### config.mk
export PLATFORM = sky130hd
export DESIGN_NAME = shift_add_datapath
export DESIGN_NICKNAME = d
export VERILOG_FILES = /design/src/rtl/shift_add_pkg.sv /design/src/rtl/cmd_encoder.sv /design/src/rtl/ripple_adder.sv /design/src/rtl/operand_regs.sv /design/src/rtl/shift_add_datapath.sv
export SDC_FILE = /design/constraint.sdc
export NUM_CORES = 1
export LEC_CHECK = 0
export BUFFER_PORTS_ARGS = -buffer_cell sky130_fd_sc_hd__buf_4
export CORE_MARGIN = 2
export CORE_UTILIZATION = 40
export CTS_CLUSTER_DIAMETER = 40
export DETAILED_ROUTE_END_ITERATION = 10
export GPL_TIMING_DRIVEN = 0
export HOLD_SLACK_MARGIN = 0.06
export PLACE_DENSITY = 0.63
export SLEW_MARGIN = 20
export SYNTH_ARGS = -nofsm -noshare
export SYNTH_HDL_FRONTEND = slang
export SYNTH_SLANG_ARGS = --single-unit
### constraint.sdc
create_clock -name clk -period 2.52 [get_ports clk]
set_input_delay 0.756 -clock clk [delete_from_list [all_inputs] [get_ports clk]]
set_output_delay 0.756 -clock clk [all_outputs]
set_load 0.01 [all_outputs]
### src/rtl/shift_add_pkg.sv
package shift_add_pkg;

    // 2-bit operation code shared by encoder and register bank
    typedef enum logic [1:0] {
        OP_HOLD  = 2'b00,
        OP_LOAD  = 2'b01,
        OP_ACCUM = 2'b10,
        OP_SHIFT = 2'b11
    } op_code_e;

endpackage

### src/rtl/cmd_encoder.sv
module cmd_encoder
    import shift_add_pkg::*;
(
    input  logic     clk,
    input  logic     rst,
    input  logic     cmd_load,
    input  logic     cmd_accum,
    input  logic     cmd_shift,
    output op_code_e op_code
);

    // Commands are mutually exclusive, so each code bit is an OR of two of them
    always_comb begin
        op_code = op_code_e'({cmd_accum | cmd_shift, cmd_load | cmd_shift});
    end

    AST_CMD_EXCLUSIVE: assert property (@(posedge clk) disable iff (rst)
        $onehot0({cmd_load, cmd_accum, cmd_shift}));

    AST_CODE_HOLD: assert property (@(posedge clk) disable iff (rst)
        !(cmd_load | cmd_accum | cmd_shift) |-> op_code == OP_HOLD);

endmodule

### src/rtl/ripple_adder.sv
module ripple_adder #(
    parameter int WIDTH = 4
) (
    input  logic [WIDTH-1:0] lhs,
    input  logic [WIDTH-1:0] rhs,
    output logic [WIDTH-1:0] sum,
    output logic             carry_out
);

    logic [WIDTH:0] chain;

    assign chain[0] = 1'b0;

    // One full-adder cell per bit
    for (genvar i = 0; i < WIDTH; i++) begin : g_cell
        assign sum[i]      = lhs[i] ^ rhs[i] ^ chain[i];
        assign chain[i+1]  = (lhs[i] & rhs[i]) | (chain[i] & (lhs[i] ^ rhs[i]));
    end

    assign carry_out = chain[WIDTH];

endmodule

### src/rtl/operand_regs.sv
module operand_regs
    import shift_add_pkg::*;
#(
    parameter int WIDTH = 4
) (
    input  logic             clk,
    input  logic             rst,
    input  op_code_e         op_code,
    input  logic [WIDTH-1:0] opnd_a,
    input  logic [WIDTH-1:0] opnd_b,
    input  logic [WIDTH-1:0] add_sum,
    input  logic             add_carry,
    output logic [WIDTH-1:0] mcand_q,
    output logic [WIDTH-1:0] accum_q,
    output logic [WIDTH-1:0] mplier_q,
    output logic             carry_q
);

    logic [WIDTH-1:0] mcand_d, accum_d, mplier_d;
    logic             carry_d;

    always_comb begin
        mcand_d  = mcand_q;
        accum_d  = accum_q;
        mplier_d = mplier_q;
        carry_d  = carry_q;
        unique case (op_code)
            OP_HOLD: begin
            end
            OP_LOAD: begin
                mcand_d  = opnd_a;
                accum_d  = '0;
                mplier_d = opnd_b;
                carry_d  = 1'b0;
            end
            OP_ACCUM: begin
                accum_d  = add_sum;
                carry_d  = add_carry;
            end
            OP_SHIFT: begin
                accum_d  = {carry_q, accum_q[WIDTH-1:1]};
                mplier_d = {accum_q[0], mplier_q[WIDTH-1:1]};
                carry_d  = 1'b0;
            end
            default: begin
            end
        endcase
    end

    always_ff @(posedge clk) begin
        if (rst) begin
            mcand_q  <= '0;
            accum_q  <= '0;
            mplier_q <= '0;
            carry_q  <= 1'b0;
        end else begin
            mcand_q  <= mcand_d;
            accum_q  <= accum_d;
            mplier_q <= mplier_d;
            carry_q  <= carry_d;
        end
    end

    AST_HOLD_STABLE: assert property (@(posedge clk) disable iff (rst)
        op_code == OP_HOLD |=> $stable(accum_q) && $stable(mplier_q) && $stable(carry_q));

    AST_LOAD_CLEARS: assert property (@(posedge clk) disable iff (rst)
        op_code == OP_LOAD |=> accum_q == '0 && !carry_q && mplier_q == $past(opnd_b));

    AST_ACCUM_KEEPS_MPLIER: assert property (@(posedge clk) disable iff (rst)
        op_code == OP_ACCUM |=> $stable(mplier_q));

    AST_SHIFT_CLEARS_CARRY: assert property (@(posedge clk) disable iff (rst)
        op_code == OP_SHIFT |=> !carry_q);

    AST_CARRY_INTO_MSB: assert property (@(posedge clk) disable iff (rst)
        op_code == OP_SHIFT |=> accum_q[WIDTH-1] == $past(carry_q));

    AST_MCAND_KEPT: assert property (@(posedge clk) disable iff (rst)
        op_code != OP_LOAD |=> $stable(mcand_q));

    AST_RESET_CLEARS: assert property (@(posedge clk)
        rst |=> accum_q == '0 && mplier_q == '0 && mcand_q == '0 && !carry_q);

endmodule

### src/rtl/shift_add_datapath.sv
module shift_add_datapath
    import shift_add_pkg::*;
#(
    parameter int WIDTH = 4,
    localparam int PROD_W = 2 * WIDTH
) (
    input  logic              clk,
    input  logic              rst,
    input  logic [WIDTH-1:0]  opnd_a,
    input  logic [WIDTH-1:0]  opnd_b,
    input  logic              cmd_load,
    input  logic              cmd_accum,
    input  logic              cmd_shift,
    output logic              mult_lsb,
    output logic [PROD_W-1:0] product
);

    op_code_e         op_code;
    logic [WIDTH-1:0] mcand_q, accum_q, mplier_q;
    logic             carry_q;
    logic [WIDTH-1:0] add_sum;
    logic             add_carry;

    cmd_encoder u_enc (
        .clk       (clk),
        .rst       (rst),
        .cmd_load  (cmd_load),
        .cmd_accum (cmd_accum),
        .cmd_shift (cmd_shift),
        .op_code   (op_code)
    );

    ripple_adder #(.WIDTH(WIDTH)) u_add (
        .lhs       (accum_q),
        .rhs       (mcand_q),
        .sum       (add_sum),
        .carry_out (add_carry)
    );

    operand_regs #(.WIDTH(WIDTH)) u_regs (
        .clk       (clk),
        .rst       (rst),
        .op_code   (op_code),
        .opnd_a    (opnd_a),
        .opnd_b    (opnd_b),
        .add_sum   (add_sum),
        .add_carry (add_carry),
        .mcand_q   (mcand_q),
        .accum_q   (accum_q),
        .mplier_q  (mplier_q),
        .carry_q   (carry_q)
    );

    assign mult_lsb = mplier_q[0];
    assign product  = {accum_q, mplier_q};

    AST_ACCUM_SUM: assert property (@(posedge clk) disable iff (rst)
        op_code == OP_ACCUM |=>
        {carry_q, accum_q} == {1'b0, $past(accum_q)} + {1'b0, $past(mcand_q)});

endmodule

==> run summary <==
For the worst setup path, the data required time is 2.69 ns. The maximum net fanout on the critical path came out at 4. The run finished with clean final reports. Across the run, the number of max-cap violations was 0. The final-report setup violation count is 0. TritonCTS built the clock tree.

The CTS H-tree depth is 1. During I/O placement, the number of pins put on the boundary was 22. The final weighted congestion in routability-driven placement is 0.758. The worst-case IR drop observed on VDD is 0.000273 V. The routed layout has 530 vias. The region available for standard cell placement spans 0.00151 mm^2. The setup path with the least slack is of type reg2reg. The top cell type by area accounts for 40.5% of the synthesized area. The routed via count divided by cell count came out at 5.10. Yosys mapped the design onto 19 distinct sky130hd cell types. In the synthesized netlist the dominant register cell turns out to be sky130_fd_sc_hd__dfxtp_1. The post-layout instance area is 840 um^2. The part of the Yosys area used for sequential elements came out at 40.5%. The signal arrival time at the worst endpoint is 2.10 ns.

The worst path uses 76.5% of the clock period. The average routed wire per standard cell came out at 12.0 um. The count of hold buffers inserted by post-cts repair is 0. The leakage component of the power came out at 0.351 nW. The wire-length estimate of the detail-placed layout is 975 um. The number of failing hold endpoints at the final stage is 0. The transition time of the tightest slew-check pin came out at 0.462 ns. The net count of the mapped netlist came out at 81.

The clock skew is 0.00306 ns. Setup repair after global routing left no endpoint under its margin. The fraction of final layout cells sized beyond drive strength 1 is 37.5%. The buffer cell driving the clock tree root is sky130_fd_sc_hd__clkbuf_4. The worst relative slew slack is 69.2%. The placed instances occupy a cell area of 813 um^2. The final net count came out at 106. The power density over cell area is 499 mW/mm^2. The count of flip-flops with a built-in enable after synthesis is 0.

The die outline width is 44.1 um. In the synthesized netlist, the cells that appear most often are sky130_fd_sc_hd__dfxtp_1, sky130_fd_sc_hd__nor2_1, sky130_fd_sc_hd__mux2i_1. In this run the remaining antenna-violating nets after routing total 0.

The via count of the first global-routing pass came to 505. The synthesis warning total came out at 0. The floorplan die area is 0.00194 mm^2.

The number of antenna violations at the first check in global routing came out at 0. The die boundary height came out at 44.1 um. The number of diodes added for antenna fixing came out at 0. The detailed router finished its first iteration with 6 violations. The total track usage came out at 15.2%. The number of gates resized after CTS came out at 0.

The worst hold path belongs to the class reg2reg. For the final routed database, the setup TNS stands at 0 ns. For this run, asynchronously set or reset flops after synthesis account for 0%. The average footprint of a synthesized cell is 10.0 um^2. The flop and latch count out of synthesis came out at 13. The mapped netlist covers 643 um^2. The library cell with the highest instance count after synthesis is sky130_fd_sc_hd__dfxtp_1.

Once the floorplan was initialized, standard cells occupied 42.7% of the core. The first-pass GRT wire length came out at 2210 um. The maximum count of clock buffers along a single path came out at 2. The placement-stage worst setup slack came out at 0.583 ns.

From synthesis to final layout, the design area changed by 30.5%. The number of buffers inserted by post-CTS setup repair came out at 0. The biggest area contributor in the post-synthesis netlist is sky130_fd_sc_hd__dfxtp_1. Clock-pin slew was measured on the worst setup and hold paths at 0.08 ns. The worst setup path is launched from a flip-flop.

The overall overflow remaining after global route is 0. Across all setup checks in the final design, the least slack found is 0.593 ns. Synthesis produced 64 cells. The quantity of I/O buffers inserted on ports is 20. The overall routed net length came out at 1250 um. The achievable clock frequency came out at 0.519 GHz. STA classifies the critical path endpoint as a flip-flop. The detailed-routing iteration count for the pre-antenna-repair pass is 4. After detailed routing, the number of remaining DRC violations is 0. The pin count of the biggest net entering global routing came out at 11. The clock latency reported for the late side of the worst-skew pair is 0.27 ns. The number of max-slew violations in the final report came out at 0. The number of buffers inserted during clock tree synthesis is 3.

The routed design could run at a clock period as short as 1.93 ns. The placement row count is 14. Yosys attributes the largest share of cell area to sky130_fd_sc_hd__dfxtp_1, sky130_fd_sc_hd__fa_1, sky130_fd_sc_hd__mux2i_1, sky130_fd_sc_hd__o221a_2, sky130_fd_sc_hd__nor2_1. The TritonCTS sink count came out at 13. In this run the register-to-register setup slack is 0.59 ns.
## routing by layer
| layer | GRT usage (%) | up-vias | wire, um |
|---|---|---|---|
| met3 | 3.27 | 0 | 94 |
| met4 | 5.45 | 0 | 0 |
| met2 | 22.4 | 19 | 561 |
| met5 | 0 | - | 0 |
| met1 | 22.1 | 239 | 595 |
| li1 | - | 272 | - |
## critical path, cell delays in order (launching register included)
cell and delay (ns):
sky130_fd_sc_hd__dfxtp_1 0.38, sky130_fd_sc_hd__ha_1 0.18, sky130_fd_sc_hd__fa_1 0.17, sky130_fd_sc_hd__inv_1 0.05
sky130_fd_sc_hd__fa_1 0.37, sky130_fd_sc_hd__fa_1 0.49, sky130_fd_sc_hd__nand2_1 0.04, sky130_fd_sc_hd__o21ai_0 0.07
sky130_fd_sc_hd__o2bb2ai_1 0.07
## cell families (layout without fill, tap and decap cells)
kind of cell	Yosys count	count (layout)	synth area share [%]
AND/OR/NAND/NOR	20	20	16.0
flip-flops	13	13	40.5
AO/OA/AOI/OAI	12	12	16.7
buffers and inverters	9	33	6.23
multiplexers	6	6	9.34
adder cells (fa/ha/maj)	4	4	11.3
## layout by cell type, fill, tap and decap left out
cell	netlist	routed
sky130_fd_sc_hd__buf_4	1	21
sky130_fd_sc_hd__dfxtp_1	13	13
sky130_fd_sc_hd__nor2_1	11	11
sky130_fd_sc_hd__mux2i_1	6	6
sky130_fd_sc_hd__inv_1	5	5
sky130_fd_sc_hd__nor3_1	4	4
sky130_fd_sc_hd__o221a_2	4	4
sky130_fd_sc_hd__nand2_1	3	3
sky130_fd_sc_hd__o2bb2ai_1	3	3
sky130_fd_sc_hd__fa_1	3	3
sky130_fd_sc_hd__clkbuf_4	0	3
sky130_fd_sc_hd__buf_2	2	2
sky130_fd_sc_hd__clkbuf_1	1	2
sky130_fd_sc_hd__o21ai_0	2	2
sky130_fd_sc_hd__a21oi_1	1	1
sky130_fd_sc_hd__or3_4	1	1
sky130_fd_sc_hd__o32ai_1	1	1
sky130_fd_sc_hd__nor3b_4	1	1
sky130_fd_sc_hd__a211oi_2	1	1
sky130_fd_sc_hd__ha_1	1	1
## area by class of cell
class                           count  area (um^2)
Tap cell                           16         20.0
Sequential cell                    13          260
Fill cell                         139          667
Clock buffer                        4         26.3
Multi-Input combinational cell     42          343
Inverter                            5         18.8
Buffer                              4         21.3
Timing Repair Buffer               20          150
## through the flow
step           hold slack, ns  utilization [%]  power, mW  cells
2_1_floorplan           0.433                -      0.263     64
3_3_place_gp            0.443             54.0      0.295    100
3_5_place_dp            0.458             54.0      0.296    100
4_1_cts                 0.471             55.7      0.428    104
5_1_grt                 0.493             55.7      0.449    104
6_report                0.465             55.7      0.419    104
## final timing paths
check | startpoint | to | cells after the start
worst max-delay path | u_regs.accum_q[0]$_SDFFE_PP0P_ | u_regs.accum_q[3]$_SDFFE_PP0P_ | 8
worst min-delay path | u_regs.carry_q$_SDFFE_PP0P_ | u_regs.accum_q[3]$_SDFFE_PP0P_ | 1
worst max register to register | u_regs.accum_q[0]$_SDFFE_PP0P_ | u_regs.accum_q[3]$_SDFFE_PP0P_ | 8
worst min register to register | u_regs.carry_q$_SDFFE_PP0P_ | u_regs.accum_q[3]$_SDFFE_PP0P_ | 1
## sequential cells by signal, indices dropped and copies added (netlist names)
signal / count
u_regs.accum_q: 4
u_regs.mcand_q: 4
u_regs.mplier_q: 4
u_regs.carry_q: 1
## where the power goes
group,total [mW],switching (mW),internal (mW)
Sequential,0.220,0.00613,0.214
Clock,0.129,0.0675,0.0612
Combinational,0.0704,0.0322,0.0382
Note: power is estimated with default switching activity, not from simulation.
